===== src/rtl/osc_mon_pkg.sv =====
package osc_mon_pkg;
  typedef enum logic {
    RESP_RESET = 1'b0,
    RESP_SCM   = 1'b1
  } resp_e;
endpackage


===== src/rtl/osc_edge_sync.sv =====
module osc_edge_sync #(
  parameter int SYNC_STAGES = 2
) (
  input  logic clk,
  input  logic rst,
  input  logic osc_clk,
  output logic rise
);
  logic [SYNC_STAGES-1:0] chain;
  logic                   last_q;

  genvar i;
  generate
    for (i = 0; i < SYNC_STAGES; i++) begin : g_stage
      if (i == 0) begin : g_first
        always_ff @(posedge clk) begin
          if (rst) chain[0] <= 1'b0;
          else     chain[0] <= osc_clk;
        end
      end else begin : g_next
        always_ff @(posedge clk) begin
          if (rst) chain[i] <= 1'b0;
          else     chain[i] <= chain[i-1];
        end
      end
    end
  endgenerate

  always_ff @(posedge clk) begin
    if (rst) last_q <= 1'b0;
    else     last_q <= chain[SYNC_STAGES-1];
  end

  assign rise = chain[SYNC_STAGES-1] & ~last_q;
endmodule


===== src/rtl/osc_timeout_ctr.sv =====
module osc_timeout_ctr #(
  parameter int TIMEOUT = 1024
) (
  input  logic clk,
  input  logic rst,
  input  logic enable,
  input  logic rise,
  output logic expire
);
  localparam int CW = $clog2(TIMEOUT + 1);
  localparam logic [CW-1:0] LAST = CW'(TIMEOUT - 1);
  localparam logic [CW-1:0] DONE = CW'(TIMEOUT);

  logic [CW-1:0] cnt;

  assign expire = enable && !rise && (cnt == LAST);

  always_ff @(posedge clk) begin
    if (rst || !enable || rise) cnt <= '0;
    else if (cnt != DONE)       cnt <= cnt + 1'b1;
  end
endmodule


===== src/rtl/osc_fail_policy.sv =====
module osc_fail_policy
  import osc_mon_pkg::*;
(
  input  logic clk,
  input  logic rst,
  input  logic expire,
  input  logic scm_en,
  output logic fail_pulse,
  output logic scm_req,
  output logic rst_req
);
  resp_e resp;
  assign resp = scm_en ? RESP_SCM : RESP_RESET;

  always_ff @(posedge clk) begin
    if (rst) begin
      fail_pulse <= 1'b0;
      scm_req    <= 1'b0;
      rst_req    <= 1'b0;
    end else begin
      fail_pulse <= expire;
      if (expire && resp == RESP_SCM)   scm_req <= 1'b1;
      if (expire && resp == RESP_RESET) rst_req <= 1'b1;
    end
  end
endmodule


===== src/rtl/osc_loss_monitor.sv =====
module osc_loss_monitor #(
  parameter int TIMEOUT     = 1024,
  parameter int SYNC_STAGES = 2
) (
  input  logic clk,
  input  logic rst,
  input  logic osc_clk,
  input  logic mon_en,
  input  logic scm_en,
  output logic fail_pulse,
  output logic scm_req,
  output logic rst_req
);
  logic rise;
  logic expire;

  osc_edge_sync #(.SYNC_STAGES(SYNC_STAGES)) u_sync (
    .clk(clk), .rst(rst), .osc_clk(osc_clk), .rise(rise)
  );

  osc_timeout_ctr #(.TIMEOUT(TIMEOUT)) u_ctr (
    .clk(clk), .rst(rst), .enable(mon_en), .rise(rise), .expire(expire)
  );

  osc_fail_policy u_pol (
    .clk(clk), .rst(rst), .expire(expire), .scm_en(scm_en),
    .fail_pulse(fail_pulse), .scm_req(scm_req), .rst_req(rst_req)
  );
endmodule


===== config.mk =====
export PLATFORM = sky130hd
export DESIGN_NAME = osc_loss_monitor
export DESIGN_NICKNAME = d
export VERILOG_FILES = /design/src/rtl/osc_mon_pkg.sv /design/src/rtl/osc_edge_sync.sv /design/src/rtl/osc_timeout_ctr.sv /design/src/rtl/osc_fail_policy.sv /design/src/rtl/osc_loss_monitor.sv
export SDC_FILE = /design/constraint.sdc
export NUM_CORES = 1
export LEC_CHECK = 0
export BUFFER_PORTS_ARGS = -buffer_cell sky130_fd_sc_hd__buf_2
export CAP_MARGIN = 0
export CORE_MARGIN = 4
export CORE_UTILIZATION = 49
export CTS_CLUSTER_DIAMETER = 200
export DETAILED_ROUTE_END_ITERATION = 10
export PLACE_DENSITY = 0.82
export RECOVER_POWER = 100
export SLEW_MARGIN = 40
export SYNTH_ARGS = -nofsm -noshare
export SYNTH_HDL_FRONTEND = slang
export SYNTH_SLANG_ARGS = --single-unit

===== constraint.sdc =====
create_clock -name clk -period 1.53 [get_ports clk]
set_clock_uncertainty 0.05 [all_clocks]
set_input_delay 0.153 -clock clk [delete_from_list [all_inputs] [get_ports clk]]
set_output_delay 0.153 -clock clk [all_outputs]
set_load 0.01 [all_outputs]

# Word-level counts from Yosys, hierarchy flattened
# Index checks and enable logic that the tools add are counted.
dict set report classes {
  div_mod_pow 0
  n_addsub 1
  shift 0
  multipliers 0
  eq_ne 2
  reduce_logical 8
  n_lt_le_gt_ge 0
  mux 1
  bitwise_logic 3
}
# cell n
set op_table {}
lappend op_table {{$add A11 B1 Y11 const B} 1}
lappend op_table {{$eq A11 B10 Y1 const B} 1}
lappend op_table {{$ne A11 B11 Y1 const B} 1}
lappend op_table {{$logic_and A1 B1 Y1} 4}
lappend op_table {{$logic_not A1 Y1} 2}
lappend op_table {{$logic_or A1 B1 Y1} 2}
lappend op_table {{$not A1 Y1} 2}
lappend op_table {{$and A1 B1 Y1} 1}
lappend op_table {{$mux W1} 1}
dict set report word_totals {
  memories 0
  romBits 0
  out_inout_bits 3
  ff_bits 17
  latchBits 0
  inputBits 5
  mem_bits_rw 0
}

# Logic depth before layout (Yosys ltp)
# Gate-level depths: netlist of run 1.
dict set report logic_depth {
  ltp_word 6
  mapped_depth 5
  mapped_depth_nobuf 4
}

# Modules after synthesis
# From an unflattened synthesis of run 1, not the netlist that was laid out.
dict set report hier_totals {
  cells_unflattened 82
  area_unflattened_um2 764.5
}
# mod cells_each seq_area_each_um2 n_inst area_each_um2
set modules_own_cells {}
lappend modules_own_cells {osc_timeout_ctr 66 220.2 1 583.1}
lappend modules_own_cells {osc_fail_policy 9 60.1 1 93.8}
lappend modules_own_cells {osc_edge_sync 7 60.1 1 87.6}

# Least setup slack after synthesis of run 1
# No wires, ideal clock.
dict set report synth_path {
  path_type {register -> register}
  startpoint {register u_ctr.cnt[0]}
  endpoint {register u_pol.rst_req}
  path_slack_ns -0.034
  arrival_ns 1.422
  n_path_buf 0
  required_ns 1.388
  path_stages_with_launch 5
  cell_sequence {dfxtp_1 > ha_1 > inv_1 > or4_4 > o32ai_1}
}
dict set report synth_via {
  elab_chain_cells 3
}
# element line
set synth_lines {}
lappend synth_lines {{start, declared} osc_timeout_ctr.sv:14} ;# logic [CW-1:0] cnt;
lappend synth_lines {{start signal, assigned} osc_timeout_ctr.sv:20} ;# else if (cnt != DONE) cnt <= cnt + 1'b1;
lappend synth_lines {{$eq A11 B10 Y1} osc_timeout_ctr.sv:16} ;# assign expire = enable && !rise && (cnt == LAST);
lappend synth_lines {{$logic_and A1 B1 Y1} osc_timeout_ctr.sv:16}
lappend synth_lines {{$logic_and A1 B1 Y1} osc_fail_policy.sv:23} ;# if (expire && resp == RESP_RESET) rst_req <= 1'b1;
lappend synth_lines {{end signal, assigned} osc_fail_policy.sv:19} ;# rst_req <= 1'b0;
lappend synth_lines {{end signal, assigned} osc_fail_policy.sv:23}
lappend synth_lines {{end, declared} osc_fail_policy.sv:10} ;# output logic rst_req
# Every way passes these cells.
# A chain may end at the register's enable or synchronous reset.

# Final worst setup path of run 1
dict set report layout_path {
  startpoint {register u_ctr.cnt[1]}
  endpoint {register u_pol.rst_req}
}
# The elaborated chain is that of the path after synthesis.

==> impl_metrics.toml, run 1 <==
[clock_network]
cts.clk_slew.worst_paths_ps = 90
cts_hold_buf = 0
cts.sink_count = 17
cts_buffers = 3
cts_tree = "yes"
h-tree-depth = 1
cts_buffer_depth = 2
clock_latency_ps = 290
cts-root-buf = "clkbuf_4"

[grt]
grt_util_met1_pct = 22.2
grt-ovfl-total = 0
track_usage_pct = 18.6
grt_antenna_before_repair = 0
grt_pass1_wl_um = 2860
gr-usage-met3_pct = 2.26
grt-busiest-layer = "met2"
grt_use_met2_pct = 32.1
grt_pass1_vias = 655
grt_max_degree = 10

[floorplan]
die_y_um = 47.5
core_um2 = 1380
num_rows = 13
design.die.area_um2 = 2260
start_util_pct = 55.3
io_pins = 8
die-width_um = 47.5

[critical_path]
critPathMaxFanout = 4
worstReg2RegEnd = "u_pol.rst_req$_SDFFE_PP0P_"
max_stage_delay_ps = 550
worstSetupStartpointType = "flip-flop"
end_kind = "flip-flop"
cpMaxStageDelayCell = "or4_4"
critical_path_class = "flip-flop to flip-flop"
crit_arrival_ps = 1660
critical-path-top-delay-family = "simple AND/OR/NAND/NOR gates"
rrSetupSlack_ps = 20
r2r_start = "u_ctr.cnt[1]$_SDFFE_PP0P_"
reg2reg_depth = 4
crit_buf_inv = 1
cp.required_ps = 1680
crit_chain = "ha_4 -> inv_2 -> or4_4 -> o32ai_4"

[power_and_ir_drop]
p_per_area_nw_per_um2 = 768
power_uw = 728
ir_drop_mv = 0.489
leakage_uw = 0.000330

[logic_synthesis]
ys_top_cells_by_area = "dfxtp_1, nand3_1, mux2i_1"
syn_avg_cell_area_um2 = 9.32
synth_edf_count = 0
synth-seq-cells = 17
syn_inst = 82
ys_warn_count = 0
yosysMostFrequentCell = "dfxtp_1"
netlist_top_cells_count = "dfxtp_1, nand3_1, inv_1"
synth_nets = 89
ys_seq_area_share_pct = 44.5
synth_top_area_cell = "dfxtp_1"
synth_ff_type = "dfxtp_1"
synth_cell_types = 30
syn_area_um2 = 764
synth_top_area_share_pct = 44.5
synth-async-reset-ratio_pct = 0

[placed_design]
hpwl_um = 1170
gp_congestion = 0.821
dp.cells = 108
io_buffers = 7

[sta]
worst_pin_slew_ps = 348
period_needed_ps = 1510
fin_crit_sh_pct = 98.5
final_hold_viol_count = 0
drv_slew = 0
setup_violations = 0
max_freq_ghz = 0.663
slew_headroom_pct = 76.8
rsz0062_at_grt = "true"

[cells_and_area]
num_antenna_cells = 0
area_growth_pct = 23.9
finalNonFillerCells = 113
layout-drive-gt1-share_pct = 32.7
fin_nets = 106

[hold_path]
whs_path_depth = 2
hold_end = "u_pol.rst_req$_SDFFE_PP0P_"
hp-class = "input pin to flip-flop"
hp-start = "scm_en"

[routing]
num_vias = 683
ant_nets = 0
drc = 0
dr.pass1.iters = 4
avgViaCountPerCell = 6.04
drtIter0Drc = 21
avgRoutedWirePerCell_um = 14.5
routed_wirelength_um = 1640

[job]
cap_viol_max_count = 0

[status]
status = "finished, final reports clean"
[how the worst max path moves through the flow]
stage / from / endpoint / depth (start not counted)
finish: u_ctr.cnt[1]$_SDFFE_PP0P_ / u_pol.rst_req$_SDFFE_PP0P_ / 4
global route: u_ctr.cnt[2]$_SDFFE_PP0P_ / u_ctr.cnt[0]$_SDFFE_PP0P_ / 4
CTS: u_ctr.cnt[0]$_SDFFE_PP0P_ / u_pol.rst_req$_SDFFE_PP0P_ / 4
detailed placement: u_ctr.cnt[0]$_SDFFE_PP0P_ / u_pol.rst_req$_SDFFE_PP0P_ / 4
global placement: u_ctr.cnt[5]$_SDFFE_PP0P_ / u_pol.scm_req$_SDFFE_PP0P_ / 3
floorplan: u_ctr.cnt[1]$_SDFFE_PP0P_ / u_pol.rst_req$_SDFFE_PP0P_ / 4
[cells in the final DEF, fill, tap and decap left out, types with 3 or more instances in the layout]
| cell | instances |
|---|---|
| clkbuf_4 | 3 |
| clkbuf_1 | 5 |
| nand3_1 | 11 |
| buf_2 | 3 |
| dfxtp_1 | 11 |
| mux2i_1 | 3 |
| nor2b_1 | 4 |
| inv_1 | 7 |
| nor2_1 | 3 |
| dfxtp_2 | 4 |
| o21ai_0 | 3 |
| buf_4 | 8 |
[per-layer routing]
layer  routed length [um]  up-vias  part of all wire, %
li1                     -      331                    -
met1                  702      328                   43
met2                  846       20                   51
met3                   76        4                  4.6
met4                   19        0                  1.2
met5                    0        -                    0
[kinds of logic after synthesis]
logic type | Yosys count | synth area share [%]
muxes | 3 | 3.93
AOI/OAI and AO/OA | 13 | 11.3
adders and majority gates | 2 | 3.27
and+or+nand+nor | 34 | 29.1
DFF | 17 | 44.5
xor gates and xnor gates | 2 | 2.29
buffers and inverters | 11 | 5.56
[flip-flops by register name (all words and copies together), names as in the netlist]
signal,flops
u_ctr.cnt,11
u_pol.fail_pulse,1
u_pol.rst_req,1
u_pol.scm_req,1
u_sync.chain,2
u_sync.last_q,1
[power by group]
part | internal [uW] | leakage [uW] | switching (uW)
combinational | 16.9 | 0.000173 | 25.7
sequential | 446 | 0.000141 | 3.88
clock | 101 | 0.0000150 | 134
[repair_timing]
item	in CTS	in global routing
buffers inserted	1	0
gates cloned	0	0
resized for setup	5	9
endpoints found under the setup margin	2	5
pin swaps	3	4
[area by class of cell]
type                       count  area, um^2
fill                         111         435
multi-input combinational     54         429
sequential                    17         353
timing repair buffer          15        90.1
inverter                       8        30.0
clock buffer                   4        26.3
tap                           15        18.8
[metrics by stage]
stage / cell area (um^2) / setup slack (ps) / setup TNS (ps) / hold WS [ps] / utilization [%]
6_report: 947 / 22.7 / 0 / 69.3 / 68.5
5_1_grt: 947 / -25.4 / -66.4 / 57.1 / 68.5
4_1_cts: 923 / -5.45 / -5.45 / 32.7 / 66.8
3_5_place_dp: 863 / -66.7 / -73.2 / 350 / 62.4
3_3_place_gp: 863 / 56.2 / 0 / 317 / 62.4
2_1_floorplan: 769 / 21.5 / 0 / 175 / -
Power figures use the tool's default switching activity.
==> inputs of run 2 (changes only) <==
CORE_MARGIN = unset   (was 4)
==> run 2 against run 1 <==
The run now ends with negative setup slack left. Sequential power about the same. Die area decreased by 24%. Global-route usage decreased by 0.35 points. Routed wire length increased by 2.1%. Largest power group unchanged. First-iteration DRC count increased by 38%. Final area decreased by 2.8%. Core utilization decreased by 1.9 points. Largest cell class unchanged. Critical endpoint is now u_pol.scm_req$_SDFFE_PP0P_.
==> impl_metrics.toml, run 2 (synthesis gave the netlist of run 1 again) <==
[placed_design]
place_ws_ps = -37.3
io_buffers = 7
dpl-instance-area_um2 = 856
hpwl_um = 1110
gp_congestion = 0.842

[cells_and_area]
layout-drive-gt1-share_pct = 29.9
postLayoutCellArea_um2 = 921
largest_register = "u_ctr.cnt"
num_antenna_cells = 0
area_growth_pct = 20.5
top_regs = "u_ctr.cnt: 11 flops, u_sync.chain: 2 flops"
fillers = 114
layout_common_cells = "dfxtp_1, nand3_1, inv_1, buf_4"
fin_nets = 105
final_common_cell = "dfxtp_1"
final_core_util_pct = 66.6
largest_reg_flops = 11

[critical_path]
worstReg2RegEnd = "u_pol.scm_req$_SDFFE_PP0P_"
r2r_start = "u_ctr.cnt[0]$_SDFFE_PP0P_"
cpMaxStageDelayCell = "or4_4"
crit_arrival_ps = 1720
max_stage_delay_ps = 570
crit_start = "u_ctr.cnt[0]$_SDFFE_PP0P_"
worstSetupStartpointType = "flip-flop"
cp.required_ps = 1680
critical-path-top-delay-family = "simple AND/OR/NAND/NOR gates"
end_kind = "flip-flop"
rrSetupSlack_ps = -40
cp-endpoint = "u_pol.scm_req$_SDFFE_PP0P_"
crit_chain = "ha_4 -> inv_2 -> or4_4 -> o32ai_2"
path_depth = 4
reg2reg_depth = 4
critical_path_class = "flip-flop to flip-flop"
critPathMaxFanout = 4
crit_buf_inv = 1

[routing]
drtIter0Drc = 29
avgViaCountPerCell = 5.97
num_vias = 669
routed_wirelength_um = 1680
avgRoutedWirePerCell_um = 15.0
drc = 0
dr.pass1.iters = 4
ant_nets = 0

[grt]
grt_pass1_vias = 591
grt_antenna_before_repair = 0
grt-ovfl-total = 0
track_usage_pct = 18.2
grt_pass1_wl_um = 2430
grt_max_degree = 10

[floorplan]
core_um2 = 1380
io_pins = 8
design.die.area_um2 = 1720
die_y_um = 41.5
die-width_um = 41.5
num_rows = 13
start_util_pct = 55.3

[clock_network]
cts-root-buf = "clkbuf_4"
cts_tree = "yes"
cts_buffer_depth = 2
h-tree-depth = 1
cts.clk_slew.worst_paths_ps = 100
cts_buffers = 3
clock_latency_ps = 290
cts.sink_count = 17

[job]
cap_viol_max_count = 0

[power_and_ir_drop]
leakage_uw = 0.000322
p_per_area_nw_per_um2 = 797
ir_drop_mv = 0.611

[sta]
finalSetupTns_ps = -49.8
setup_violations = 2
worst_pin_slew_ps = 338
period_needed_ps = 1570
setup_ws_ps = -36.5
slew_headroom_pct = 77.5
hold-worst-slack_ps = 26.4
drv_slew = 0
final_hold_viol_count = 0
max_freq_ghz = 0.638
rsz0062_at_grt = "true"
fin_crit_sh_pct = 102

[hold_path]
hp-class = "input pin to flip-flop"

[status]
violations = "negative setup slack"
status = "finished, violations left"
==> run 2: layout make-up <==
| type | instances | area, um^2 | area share [%] |
|---|---|---|---|
| Multi-Input combinational cell | 54 | 417 | 45.2 |
| Timing Repair Buffer | 14 | 82.6 | 8.97 |
| Clock buffer | 4 | 26.3 | 2.85 |
| Tap cell | 15 | 18.8 | 2.04 |
| Sequential cell | 17 | 347 | 37.6 |
| Inverter | 8 | 30.0 | 3.26 |
==> run 2: report_power, final <==
group	switching (uW)	internal, uW
logic	25.6	17.0
clock network	137	101
registers	4.08	448
==> run 2: per-stage QoR <==
stage | cells | total power [uW]
2_1_floorplan | 82 | 482
3_3_place_gp | 107 | 497
3_5_place_dp | 107 | 499
4_1_cts | 111 | 731
5_1_grt | 112 | 764
6_report | 112 | 734
==> run 2: layer usage <==
layer	track usage [%]	vias to the layer above	routed length, um
met3	2.61	2	63
met2	27.8	15	839
met1	23.6	323	764
li1	-	329	-
met4	12.3	0	11
met5	0	-	0
==> run 2: how the worst min path moves through the flow <==
stage / slack, ps / cells past startpoint / start / to
2_1_floorplan: 170 / 1 / rst / u_sync.chain[0]$_SDFF_PP0_
3_3_place_gp: 320 / 2 / osc_clk / u_sync.chain[0]$_SDFF_PP0_
3_5_place_dp: 330 / 2 / osc_clk / u_sync.chain[0]$_SDFF_PP0_
4_1_cts: 20 / 2 / osc_clk / u_sync.chain[0]$_SDFF_PP0_
5_1_grt: 30 / 2 / osc_clk / u_sync.chain[0]$_SDFF_PP0_
6_report: 30 / 2 / osc_clk / u_sync.chain[0]$_SDFF_PP0_
==> run 2: timing repair <==
action                                  4_1_cts  5_1_grt
endpoints found under the setup margin        2        4
setup buffers                                 0        1
hold buffers                                  0        0
gates resized for setup                       3        6
pin swaps                                     0        3
==> inputs of run 3 (changes only) <==
SETUP_SLACK_MARGIN = 0.3   (was unset)
SKIP_LAST_GASP = 1   (was unset)
==> run 3 against run 2 <==
The run now ends clean. Largest cell class unchanged. Highest routed layer unchanged. Die area unchanged. Largest power group unchanged. Combinational power is essentially flat. First-iteration DRC count decreased by 66%. Clock power increased by 2%.
==> impl_metrics.toml, run 3 (synthesis gave the netlist of run 1 again) <==
[status]
status = "finished, final reports clean"

[cells_and_area]
area_growth_pct = 39.6
fin_nets = 112
final_common_cell = "buf_4"
layout-drive-gt1-share_pct = 47.1
top_regs = "u_ctr.cnt: 11 flops, u_sync.chain: 2 flops"
largest_reg_flops = 11
num_antenna_cells = 0
final_core_util_pct = 77.2
fillers = 97
largest_register = "u_ctr.cnt"
layout_common_cells = "buf_4, nand3_1, dfxtp_1"

[sta]
setup_violations = 0
max_freq_ghz = 0.676
finalSetupTns_ps = 0
final_hold_viol_count = 0
fin_crit_sh_pct = 96.7
rsz0062_at_grt = "true"
slew_headroom_pct = 74.3
drv_slew = 0
period_needed_ps = 1480
worst_pin_slew_ps = 384

[clock_network]
cts_hold_buf = 0
cts.sink_count = 17
cts_buffer_depth = 2
clock_latency_ps = 290
cts_tree = "yes"
cts_buffers = 3
cts-root-buf = "clkbuf_4"
h-tree-depth = 1
cts.clk_slew.worst_paths_ps = 90

[floorplan]
core_um2 = 1380
io_pins = 8
design.die.area_um2 = 1720
num_rows = 13
die-width_um = 41.5
die_y_um = 41.5
start_util_pct = 55.3

[routing]
avgRoutedWirePerCell_um = 16.0
drtIter0Drc = 10
drc = 0
ant_nets = 0
routed_wirelength_um = 1900
dr.pass1.iters = 4
avgViaCountPerCell = 5.87
num_vias = 698

[critical_path]
end_kind = "flip-flop"
critical-path-top-delay-family = "simple AND/OR/NAND/NOR gates"
cp.required_ps = 1690
critical_path_class = "flip-flop to flip-flop"
cpMaxStageDelayCell = "or4_4"
critPathMaxFanout = 4
crit_chain = "ha_4 -> inv_2 -> or4_4 -> o32ai_2"
max_stage_delay_ps = 550
crit_arrival_ps = 1640
crit_buf_inv = 1
worstSetupStartpointType = "flip-flop"

[hold_path]
hp-class = "input pin to flip-flop"

[power_and_ir_drop]
power_uw = 726
leakage_uw = 0.000377
p_per_area_nw_per_um2 = 680
ir_drop_mv = 0.546

[placed_design]
gp_congestion = 0.788
hpwl_um = 1030
io_buffers = 7

[grt]
grt_max_degree = 10
grt_antenna_before_repair = 0
grt-ovfl-total = 0
grt_pass1_vias = 675
track_usage_pct = 22.2
grt_pass1_wl_um = 2900

[job]
cap_viol_max_count = 0
[run 3: cell count changes in the layout (fill, tap and decap cells not counted), moves of 2 or more]
| cell | before | now |
|---|---|---|
| nand3_1 | 11 | 9 |
| a211oi_1 | 2 | 0 |
| nand3_2 | 0 | 2 |
| a211oi_2 | 1 | 3 |
| dfxtp_2 | 5 | 1 |
| buf_4 | 7 | 10 |
| dfxtp_1 | 12 | 9 |
| buf_6 | 0 | 3 |
| dfxtp_4 | 0 | 7 |
[run 3: report_power, final]
part           internal [uW]  switching [uW]
clock                    102             141
sequential               437            3.37
combinational           16.6            25.8
[run 3: repair_timing]
action / in CTS / in global routing
resized for setup: 15 / 7
setup endpoints to repair: 11 / 14
pin swaps: 5 / 3
setup buffers: 10 / 1
[run 3: worst reg2reg max path: cells and delay by family (launching register included)]
kind                       cells  cell delay [ps]
buffers and inverters          1               40
and+or+nand+nor                1              550
DFF                            1              370
AOI/OAI and AO/OA              1              260
adders and majority gates      1              130
[run 3: area by class of cell]
type | instances | area (um^2) | area share, %
timing repair buffer | 21 | 144 | 13.5
clock buffer | 4 | 26.3 | 2.46
sequential | 17 | 368 | 34.5
multi-input combinational | 54 | 480 | 45.0
inverter | 8 | 30.0 | 2.81
tap | 15 | 18.8 | 1.76
[run 3: routing by layer]
layer / vias up / routed length (um) / track usage (%) / part of all wire [%]
li1: 340 / - / - / -
met1: 340 / 798 / 24.7 / 42
met2: 16 / 1020 / 40.0 / 54
met3: 2 / 74 / 7.83 / 3.9
met4: 0 / 9 / 5.16 / 0.47
met5: - / 0 / 0 / 0
[run 3: final timing paths]
kind	startpoint	to	slack, ps	depth (start not counted)
setup / recovery	u_ctr.cnt[0]$_SDFFE_PP0P_	u_pol.scm_req$_SDFFE_PP0P_	50	4
hold / removal	osc_clk	u_sync.chain[0]$_SDFF_PP0_	20	2
setup reg to reg	u_ctr.cnt[0]$_SDFFE_PP0P_	u_pol.scm_req$_SDFFE_PP0P_	50	4
hold reg to reg	u_sync.chain[0]$_SDFF_PP0_	u_sync.chain[1]$_SDFF_PP0_	400	1
[run 3: metrics by stage]
| step | cell area [um^2] | cells | hold WS (ps) | worst slack [ps] |
|---|---|---|---|---|
| 2_1_floorplan | 831 | 82 | 175 | 75.7 |
| 3_3_place_gp | 885 | 104 | 319 | 74.6 |
| 3_5_place_dp | 885 | 104 | 324 | 38.7 |
| 4_1_cts | 1030 | 118 | 14.0 | 35.2 |
| 5_1_grt | 1070 | 119 | 11.8 | 23.7 |
| 6_report | 1070 | 119 | 18.5 | 50.5 |
